<file path="config.mk">
export PLATFORM = sky130hd
export DESIGN_NAME = hpa_adder
export DESIGN_NICKNAME = d
export VERILOG_FILES = /design/src/rtl/hpa_pkg.sv /design/src/rtl/hpa_bit_gp.sv /design/src/rtl/hpa_group_gp.sv /design/src/rtl/hpa_group_sum.sv /design/src/rtl/hpa_prefix_net.sv /design/src/rtl/hpa_adder.sv
export SDC_FILE = /design/constraint.sdc
export NUM_CORES = 1
export LEC_CHECK = 0
export BUFFER_PORTS_ARGS = -buffer_cell sky130_fd_sc_hd__buf_2
export CAP_MARGIN = 20
export CORE_AREA = 5 5 62 64
export DETAILED_ROUTE_END_ITERATION = 10
export DIE_AREA = 0 0 67 69
export PLACE_DENSITY = 0.95
export SLEW_MARGIN = 20
export SYNTH_ARGS = -nofsm -noshare
export SYNTH_HDL_FRONTEND = slang
export SYNTH_SLANG_ARGS = --single-unit
</file>
<file path="constraint.sdc">
create_clock -name vclk -period 4.4
set_input_delay 0.44 -clock vclk [all_inputs]
set_output_delay 0.44 -clock vclk [all_outputs]
set_load 0.02 [all_outputs]
</file>
<file path="src/rtl/hpa_pkg.sv">
package hpa_pkg;

   // Generate / propagate pair carried between lookahead stages
   typedef struct packed {
      logic g;
      logic p;
   } gp_t;

   // Prefix network variants
   localparam int PFX_LOGDEPTH = 0;
   localparam int PFX_CHAIN    = 1;

   // Ordered merge: hi covers the more significant span, lo the less
   function automatic gp_t gp_merge(input gp_t hi, input gp_t lo);
      gp_t r;
      r.g = hi.g | (hi.p & lo.g);
      r.p = hi.p & lo.p;
      return r;
   endfunction

endpackage

</file>
<file path="src/rtl/hpa_bit_gp.sv">
module hpa_bit_gp #(
   parameter int WIDTH = 32
) (
   input  logic [WIDTH-1:0] a,
   input  logic [WIDTH-1:0] b,
   output logic [WIDTH-1:0] gen,
   output logic [WIDTH-1:0] prop
);
   // Level one: per-bit generate and propagate; XOR propagate is reused for the sum
   assign gen  = a & b;
   assign prop = a ^ b;
endmodule

</file>
<file path="src/rtl/hpa_group_gp.sv">
module hpa_group_gp
   import hpa_pkg::*;
#(
   parameter int GROUP = 4
) (
   input  logic [GROUP-1:0] gen,
   input  logic [GROUP-1:0] prop,
   output gp_t              grp
);
   // Level two: flat lookahead reduction of one slice
   always_comb begin
      logic g_acc;
      logic term;
      g_acc = 1'b0;
      for (int j = 0; j < GROUP; j++) begin
         term = gen[j];
         for (int m = j + 1; m < GROUP; m++) begin
            term = term & prop[m];
         end
         g_acc = g_acc | term;
      end
      grp.g = g_acc;
      grp.p = &prop;
   end
endmodule

</file>
<file path="src/rtl/hpa_group_sum.sv">
module hpa_group_sum #(
   parameter int GROUP = 4
) (
   input  logic [GROUP-1:0] gen,
   input  logic [GROUP-1:0] prop,
   input  logic             cin,
   output logic [GROUP-1:0] sum
);
   logic [GROUP-1:0] cin_bit;

   // Level five: each bit carry is a flat sum of products from the slice carry
   always_comb begin
      logic acc;
      logic term;
      for (int j = 0; j < GROUP; j++) begin
         term = cin;
         for (int m = 0; m < j; m++) begin
            term = term & prop[m];
         end
         acc = term;
         for (int k = 0; k < j; k++) begin
            term = gen[k];
            for (int m = k + 1; m < j; m++) begin
               term = term & prop[m];
            end
            acc = acc | term;
         end
         cin_bit[j] = acc;
      end
   end

   assign sum = prop ^ cin_bit;
endmodule

</file>
<file path="src/rtl/hpa_prefix_net.sv">
module hpa_prefix_net
   import hpa_pkg::*;
#(
   parameter int NGRP  = 8,
   parameter int STYLE = PFX_LOGDEPTH
) (
   input  gp_t [NGRP-1:0] grp,
   output gp_t [NGRP-1:0] pre
);
   localparam int STAGES = (NGRP > 1) ? $clog2(NGRP) : 1;

   generate
      if (STYLE == PFX_LOGDEPTH) begin : g_logdepth
         // Every stage merges each pair with the one 2**s places below it
         always_comb begin
            gp_t [NGRP-1:0] cur;
            gp_t [NGRP-1:0] nxt;
            cur = grp;
            for (int s = 0; s < STAGES; s++) begin
               for (int i = 0; i < NGRP; i++) begin
                  if (i >= (1 << s)) begin
                     nxt[i] = gp_merge(cur[i], cur[i - (1 << s)]);
                  end else begin
                     nxt[i] = cur[i];
                  end
               end
               cur = nxt;
            end
            pre = cur;
         end
      end else begin : g_chain
         // One cell per group, each waiting on the one below
         always_comb begin
            pre[0] = grp[0];
            for (int i = 1; i < NGRP; i++) begin
               pre[i] = gp_merge(grp[i], pre[i-1]);
            end
         end
      end
   endgenerate
endmodule

</file>
<file path="src/rtl/hpa_adder.sv">
module hpa_adder
   import hpa_pkg::*;
#(
   parameter int WIDTH = 32,
   parameter int GROUP = 4,
   parameter int STYLE = PFX_LOGDEPTH
) (
   input  logic [WIDTH-1:0] a_i,
   input  logic [WIDTH-1:0] b_i,
   input  logic             carry_i,
   output logic [WIDTH-1:0] sum_o,
   output logic             carry_o
);
   localparam int NGRP = WIDTH / GROUP;

   generate
      if (GROUP < 1 || WIDTH < GROUP || (WIDTH % GROUP) != 0) begin : g_bad_split
         $error("hpa_adder: WIDTH must be a positive multiple of GROUP");
      end
      if (STYLE != PFX_LOGDEPTH && STYLE != PFX_CHAIN) begin : g_bad_style
         $error("hpa_adder: unknown prefix STYLE");
      end
   endgenerate

   logic [WIDTH-1:0] bit_g;
   logic [WIDTH-1:0] bit_p;
   gp_t  [NGRP-1:0]  grp_gp;
   gp_t  [NGRP-1:0]  pre_gp;
   logic [NGRP-1:0]  slice_cin;

   hpa_bit_gp #(.WIDTH(WIDTH)) u_bits (
      .a    (a_i),
      .b    (b_i),
      .gen  (bit_g),
      .prop (bit_p)
   );

   hpa_prefix_net #(.NGRP(NGRP), .STYLE(STYLE)) u_prefix (
      .grp (grp_gp),
      .pre (pre_gp)
   );

   // Level four: slice carry from the prefix below it and the external carry
   assign slice_cin[0] = carry_i;

   genvar k;
   generate
      for (k = 1; k < NGRP; k++) begin : g_cin
         assign slice_cin[k] = pre_gp[k-1].g | (pre_gp[k-1].p & carry_i);
      end

      for (k = 0; k < NGRP; k++) begin : g_slice
         hpa_group_gp #(.GROUP(GROUP)) u_ggp (
            .gen  (bit_g[k*GROUP +: GROUP]),
            .prop (bit_p[k*GROUP +: GROUP]),
            .grp  (grp_gp[k])
         );
         hpa_group_sum #(.GROUP(GROUP)) u_gsum (
            .gen  (bit_g[k*GROUP +: GROUP]),
            .prop (bit_p[k*GROUP +: GROUP]),
            .cin  (slice_cin[k]),
            .sum  (sum_o[k*GROUP +: GROUP])
         );
      end
   endgenerate

   assign carry_o = pre_gp[NGRP-1].g | (pre_gp[NGRP-1].p & carry_i);
endmodule

</file>
== Yosys cells after proc, flatten, opt, wreduce, memory -nomap -nowiden ==
Index checks and enable logic that the tools add are counted.

* Bitwise operators: 221
* Reduce and logical (&&, ||, !) cells: 8

{| class="wikitable"
|+ Operator list
! kind !! count
|-
| $and A1 B1 Y1 || 114
|-
| $or A1 B1 Y1 || 97
|-
| $and A32 B32 Y32 || 1
|-
| $reduce_and A4 Y1 || 8
|-
| $xor A32 B32 Y32 || 1
|-
| $xor A4 B4 Y4 || 8
|}

* Register bits after elaboration: 0
* Bits of input ports: 65

== Depth between registers and ports, before layout ==
* Depth after elaboration: 20
* Mapped depth: 12
* Mapped depth without buffers: 12

== By module ==
A second synthesis with hierarchy kept.

* Cells, all modules: 190
* Area, all modules: 1423.9 µm²

{| class="wikitable"
|+ By module, submodules not included
! module !! instances !! cells each !! area an instance (µm²) !! sequential area each (µm²)
|-
| hpa_group_sum || 8 || 10 || 68.8 || 0.0
|-
| hpa_bit_gp || 1 || 32 || 400.4 || 0.0
|-
| hpa_group_gp || 8 || 5 || 27.5 || 0.0
|-
| hpa_prefix_net || 1 || 29 || 181.4 || 0.0
|-
| hpa_adder || 1 || 9 || 71.3 || 0.0
|}

== Worst setup path after synthesis ==
No wires, ideal clock.

* Path kind: input -> output
* Start: in a_i[2]
* End: out sum_o[31]
* Arrival time: 2644 ps
* Data required time: 3960 ps
* Slack: 1316 ps
* Stages: 12
* Buffers on the path: 0
* Path through: ha_1 -> o21a_1 -> o21a_1 -> a21o_1 -> a21o_4 -> a21oi_4 -> o31ai_2 -> ha_1 -> o21a_1 -> o21a_1 -> nor2_1 -> xnor2_1

* Word-level cells in the longest chain between the ends: 18

{| class="wikitable"
|+ RTL lines
! item !! line !! source
|-
| from (decl) || hpa_adder.sv:8 || <nowiki>input logic [WIDTH-1:0] a_i,</nowiki>
|-
| $xor A32 B32 Y32 || hpa_bit_gp.sv:11 || <nowiki>assign prop = a ^ b;</nowiki>
|-
| $and A1 B1 Y1 (2 in series) || hpa_group_gp.sv:18 || <nowiki>term = term & prop[m];</nowiki>
|-
| $or A1 B1 Y1 (3 in series) || hpa_group_gp.sv:20 || <nowiki>g_acc = g_acc | term;</nowiki>
|-
| $and A1 B1 Y1 || hpa_pkg.sv:16 || <nowiki>r.g = hi.g | (hi.p & lo.g);</nowiki>
|-
| $or A1 B1 Y1 || hpa_pkg.sv:16 ||
|-
| $and A1 B1 Y1 || hpa_pkg.sv:16 ||
|-
| $or A1 B1 Y1 || hpa_pkg.sv:16 ||
|-
| $or A1 B1 Y1 (*) || hpa_adder.sv:49 || <nowiki>assign slice_cin[k] = pre_gp[k-1].g | (pre_gp[k-1].p & carry_i);</nowiki>
|-
| $and A1 B1 Y1 (*) (3 in series) || hpa_group_sum.sv:18 || <nowiki>term = term & prop[m];</nowiki>
|-
| $or A1 B1 Y1 (*) (3 in series) || hpa_group_sum.sv:26 || <nowiki>acc = acc | term;</nowiki>
|-
| $xor A4 B4 Y4 (*) || hpa_group_sum.sv:32 || <nowiki>assign sum = prop ^ cin_bit;</nowiki>
|-
| to (decl) || hpa_adder.sv:11 || <nowiki>output logic [WIDTH-1:0] sum_o,</nowiki>
|}

Every way passes the cells marked *; elsewhere a longest branch is shown, timed or not.

== Worst setup path in the final report ==
Same ends and word-level chain as after synthesis.

==> reports/results.md <==
- type of element launching the critical path: primary input
- DP Worst Slack: 1.01 ns
- total of clock buffers placed in the layout: 0
- final-layout fill cell count: 298
- routed len/inst: 11.8 um
- total die area: 0.00462 mm2
- unrepaired setup endpoints after global routing: no
- final design instance area without fill: 0.00192 mm2
- final-report hold violation count: 0
- origin of the worst min-delay path: b_i[4]
- max-slew headroom at the worst pin: 80.0%
- kind of cell with the highest combined delay on the critical path: compound AO/OA/AOI/OAI gates
- setup_tns: 0 ns
- count of placed standard cells in the final layout, fillers left out: 310
- number of cells traversed by the worst hold path: 3
- cell mode on critical path: sky130_fd_sc_hd__o21a_1
- count of input and output buffers: 98
- Iter 0 DRT Violations: 35
- number of remaining DRC errors: 0
- # Post-CTS Setup Buffers: 0
- first-pass GRT wire length: 5960 um
- area overhead of the layout relative to synthesis: 39.9%
- leakage dissipation: 1.04 nW
- Total Routed Length: 3660 um
- Netlist cell types: 27
- gate count after technology mapping: 166
- # nets final: 379
- die boundary height: 69 um
- area taken by flip-flops and latches: 0 um2
- actual slew at the worst max-slew pin: 0.298 ns
- max-cap check violation count: 0
- Ys Warns: 0
- HPWL after detailed placement: 3470 um
- status: finished, final reports clean
- Hold Path Sink: sum_o[4]
- most used routing layer in global routing: met2
- vias in the first global route: 1525
- Die W: 67 um
- Data arrival, critical path: 2.94 ns
- mean instance size in the synthesized netlist: 8.28 um2
- post-synthesis instance area: 0.00138 mm2
- final worst slack: 1.02 ns
- Top Ports: 98
- power density over cell area: 185 mW/mm2
- Via Count: 1534
- aggregate global routing overflow: 0
- met1 capacity usage during global routing: 16.3%
- initial antenna violation count: 0
- peak ir drop on the vdd network: 0.0923 mV
- proportion of layout cells with a drive suffix above 1: 38.6%
- fraction of the yosys area taken by sequential cells: 0%
- cell-by-cell trace of the critical path: buf_2 > ha_1 > o21a_1 > o21a_1 > a21o_1 > a21o_4 > a21oi_4 > o31ai_2 > ha_1 > o21a_1 > o21a_1 > nor2_1 > xnor2_1 > buf_2
- met3 Use GR: 4.22%
- post-CTS sizing: 0
- commonest cells after routing, fill and taps aside: 98 x sky130_fd_sc_hd__buf_2, 40 x sky130_fd_sc_hd__ha_1, 20 x sky130_fd_sc_hd__nor2_1
- number of sequential storage elements: 0
- largest net degree at the start of global routing: 6
- required time of the critical path: 3.96 ns
- most common library cell in the layout ignoring fill and taps: sky130_fd_sc_hd__buf_2
- First-pass DRT Iterations: 4
- count of placed standard cells including taps: 310
- worst hold slack: 1.28 ns
- CP Class: in2out
- Max Slew Vio Count: 0
- met2 usage: 29.0%
- sum of buffers and inverters on the critical path: 2
- total nets after synthesis: 279
- type of the tightest min-delay check: in2out
- clock period minus worst slack: 3.38 ns
- CP max FO: 5
- Core Area: 0.00323 mm2
- f_max: 0.296 GHz
- critical path's slowest cell: sky130_fd_sc_hd__ha_1
- Crit path largest cell delay: 0.32 ns
- initial core utilization: 42.5%
- number of diodes added for antenna fixing: 0
- period utilization: 76.8%
- endpoints failing setup: 0
- Global Route Usage Sum: 15.0%
- ANT nets after route: 0
- number of buffers inserted by hold repair at cts: 0
- Final Wtd Congestion: 0.789
- Via-to-Cell Ratio: 4.95
- kind of end point of the critical path: primary output
- standard-cell rows: 21
- post-placement cell area: 0.00192 mm2
-- power breakdown --
part	total (mW)	switching, mW	internal [mW]
clock	0	0	0
combinational	0.356	0.212	0.144
sequential	0	0	0
-- synth_stat cells --
master | n | area (um2)
sky130_fd_sc_hd__xnor2_1 | 10 | 87.6
sky130_fd_sc_hd__o21ai_1 | 5 | 25.0
sky130_fd_sc_hd__xor2_1 | 8 | 70.1
sky130_fd_sc_hd__nand2b_1 | 1 | 6.26
sky130_fd_sc_hd__a21oi_1 | 13 | 65.1
sky130_fd_sc_hd__a21oi_4 | 1 | 16.3
sky130_fd_sc_hd__inv_2 | 1 | 3.75
sky130_fd_sc_hd__a221oi_1 | 1 | 8.76
sky130_fd_sc_hd__nand2_1 | 9 | 33.8
sky130_fd_sc_hd__o21a_1 | 14 | 105
sky130_fd_sc_hd__a21o_4 | 1 | 15.0
sky130_fd_sc_hd__a31oi_1 | 1 | 6.26
sky130_fd_sc_hd__o21bai_1 | 1 | 7.51
sky130_fd_sc_hd__nor2_1 | 20 | 75.1
sky130_fd_sc_hd__nor3b_1 | 1 | 7.51
sky130_fd_sc_hd__inv_1 | 7 | 26.3
sky130_fd_sc_hd__a21o_1 | 3 | 22.5
sky130_fd_sc_hd__o31ai_2 | 1 | 12.5
sky130_fd_sc_hd__nand3_1 | 2 | 10.0
sky130_fd_sc_hd__nand4_1 | 5 | 31.3
sky130_fd_sc_hd__fa_1 | 8 | 160
sky130_fd_sc_hd__and4_1 | 2 | 17.5
sky130_fd_sc_hd__nor3_1 | 6 | 30.0
sky130_fd_sc_hd__a211oi_1 | 2 | 15.0
sky130_fd_sc_hd__ha_1 | 40 | 500
sky130_fd_sc_hd__o21ai_0 | 2 | 10.0
sky130_fd_sc_hd__nor2b_1 | 1 | 6.26
-- final cells by class --
cell class / count / area, um2 / area share, %
inverters: 8 / 30.0 / 1.56
multi-input cells: 158 / 1350 / 69.9
well taps: 46 / 57.6 / 2.99
repair buffers: 98 / 490 / 25.5
-- worst max path at each step --
| stage | startpoint | end | slack, ns | cells after the start |
|---|---|---|---|---|
| final | a_i[2] | sum_o[31] | 1.02 | 14 |
| after global routing | a_i[2] | sum_o[31] | 0.91 | 14 |
| after CTS | a_i[2] | sum_o[31] | 1.00 | 14 |
| after detailed placement | a_i[2] | sum_o[31] | 1.01 | 14 |
| after global placement | a_i[2] | sum_o[31] | 1.11 | 14 |
| after floorplan | a_i[2] | sum_o[31] | 1.32 | 12 |
-- layer usage --
layer,wire length (um),vias up
met5,0,-
met4,7,0
met3,496,2
met2,1860,68
met1,1300,665
li1,-,799
-- logic make-up after synthesis --
group	share of synthesized area, %
xor+xnor	11.5
compound gates	22.5
buf+inv	2.18
fa+ha+maj	48.0
simple gates	15.8
-- metrics by stage --
stage | total power [mW] | util, %
floorplan | 0.246 | -
global placement | 0.351 | 59.5
detailed placement | 0.359 | 59.5
CTS | 0.361 | 59.5
global route | 0.395 | 59.5
finish | 0.356 | 59.5
Power figures use the tool's default switching activity.
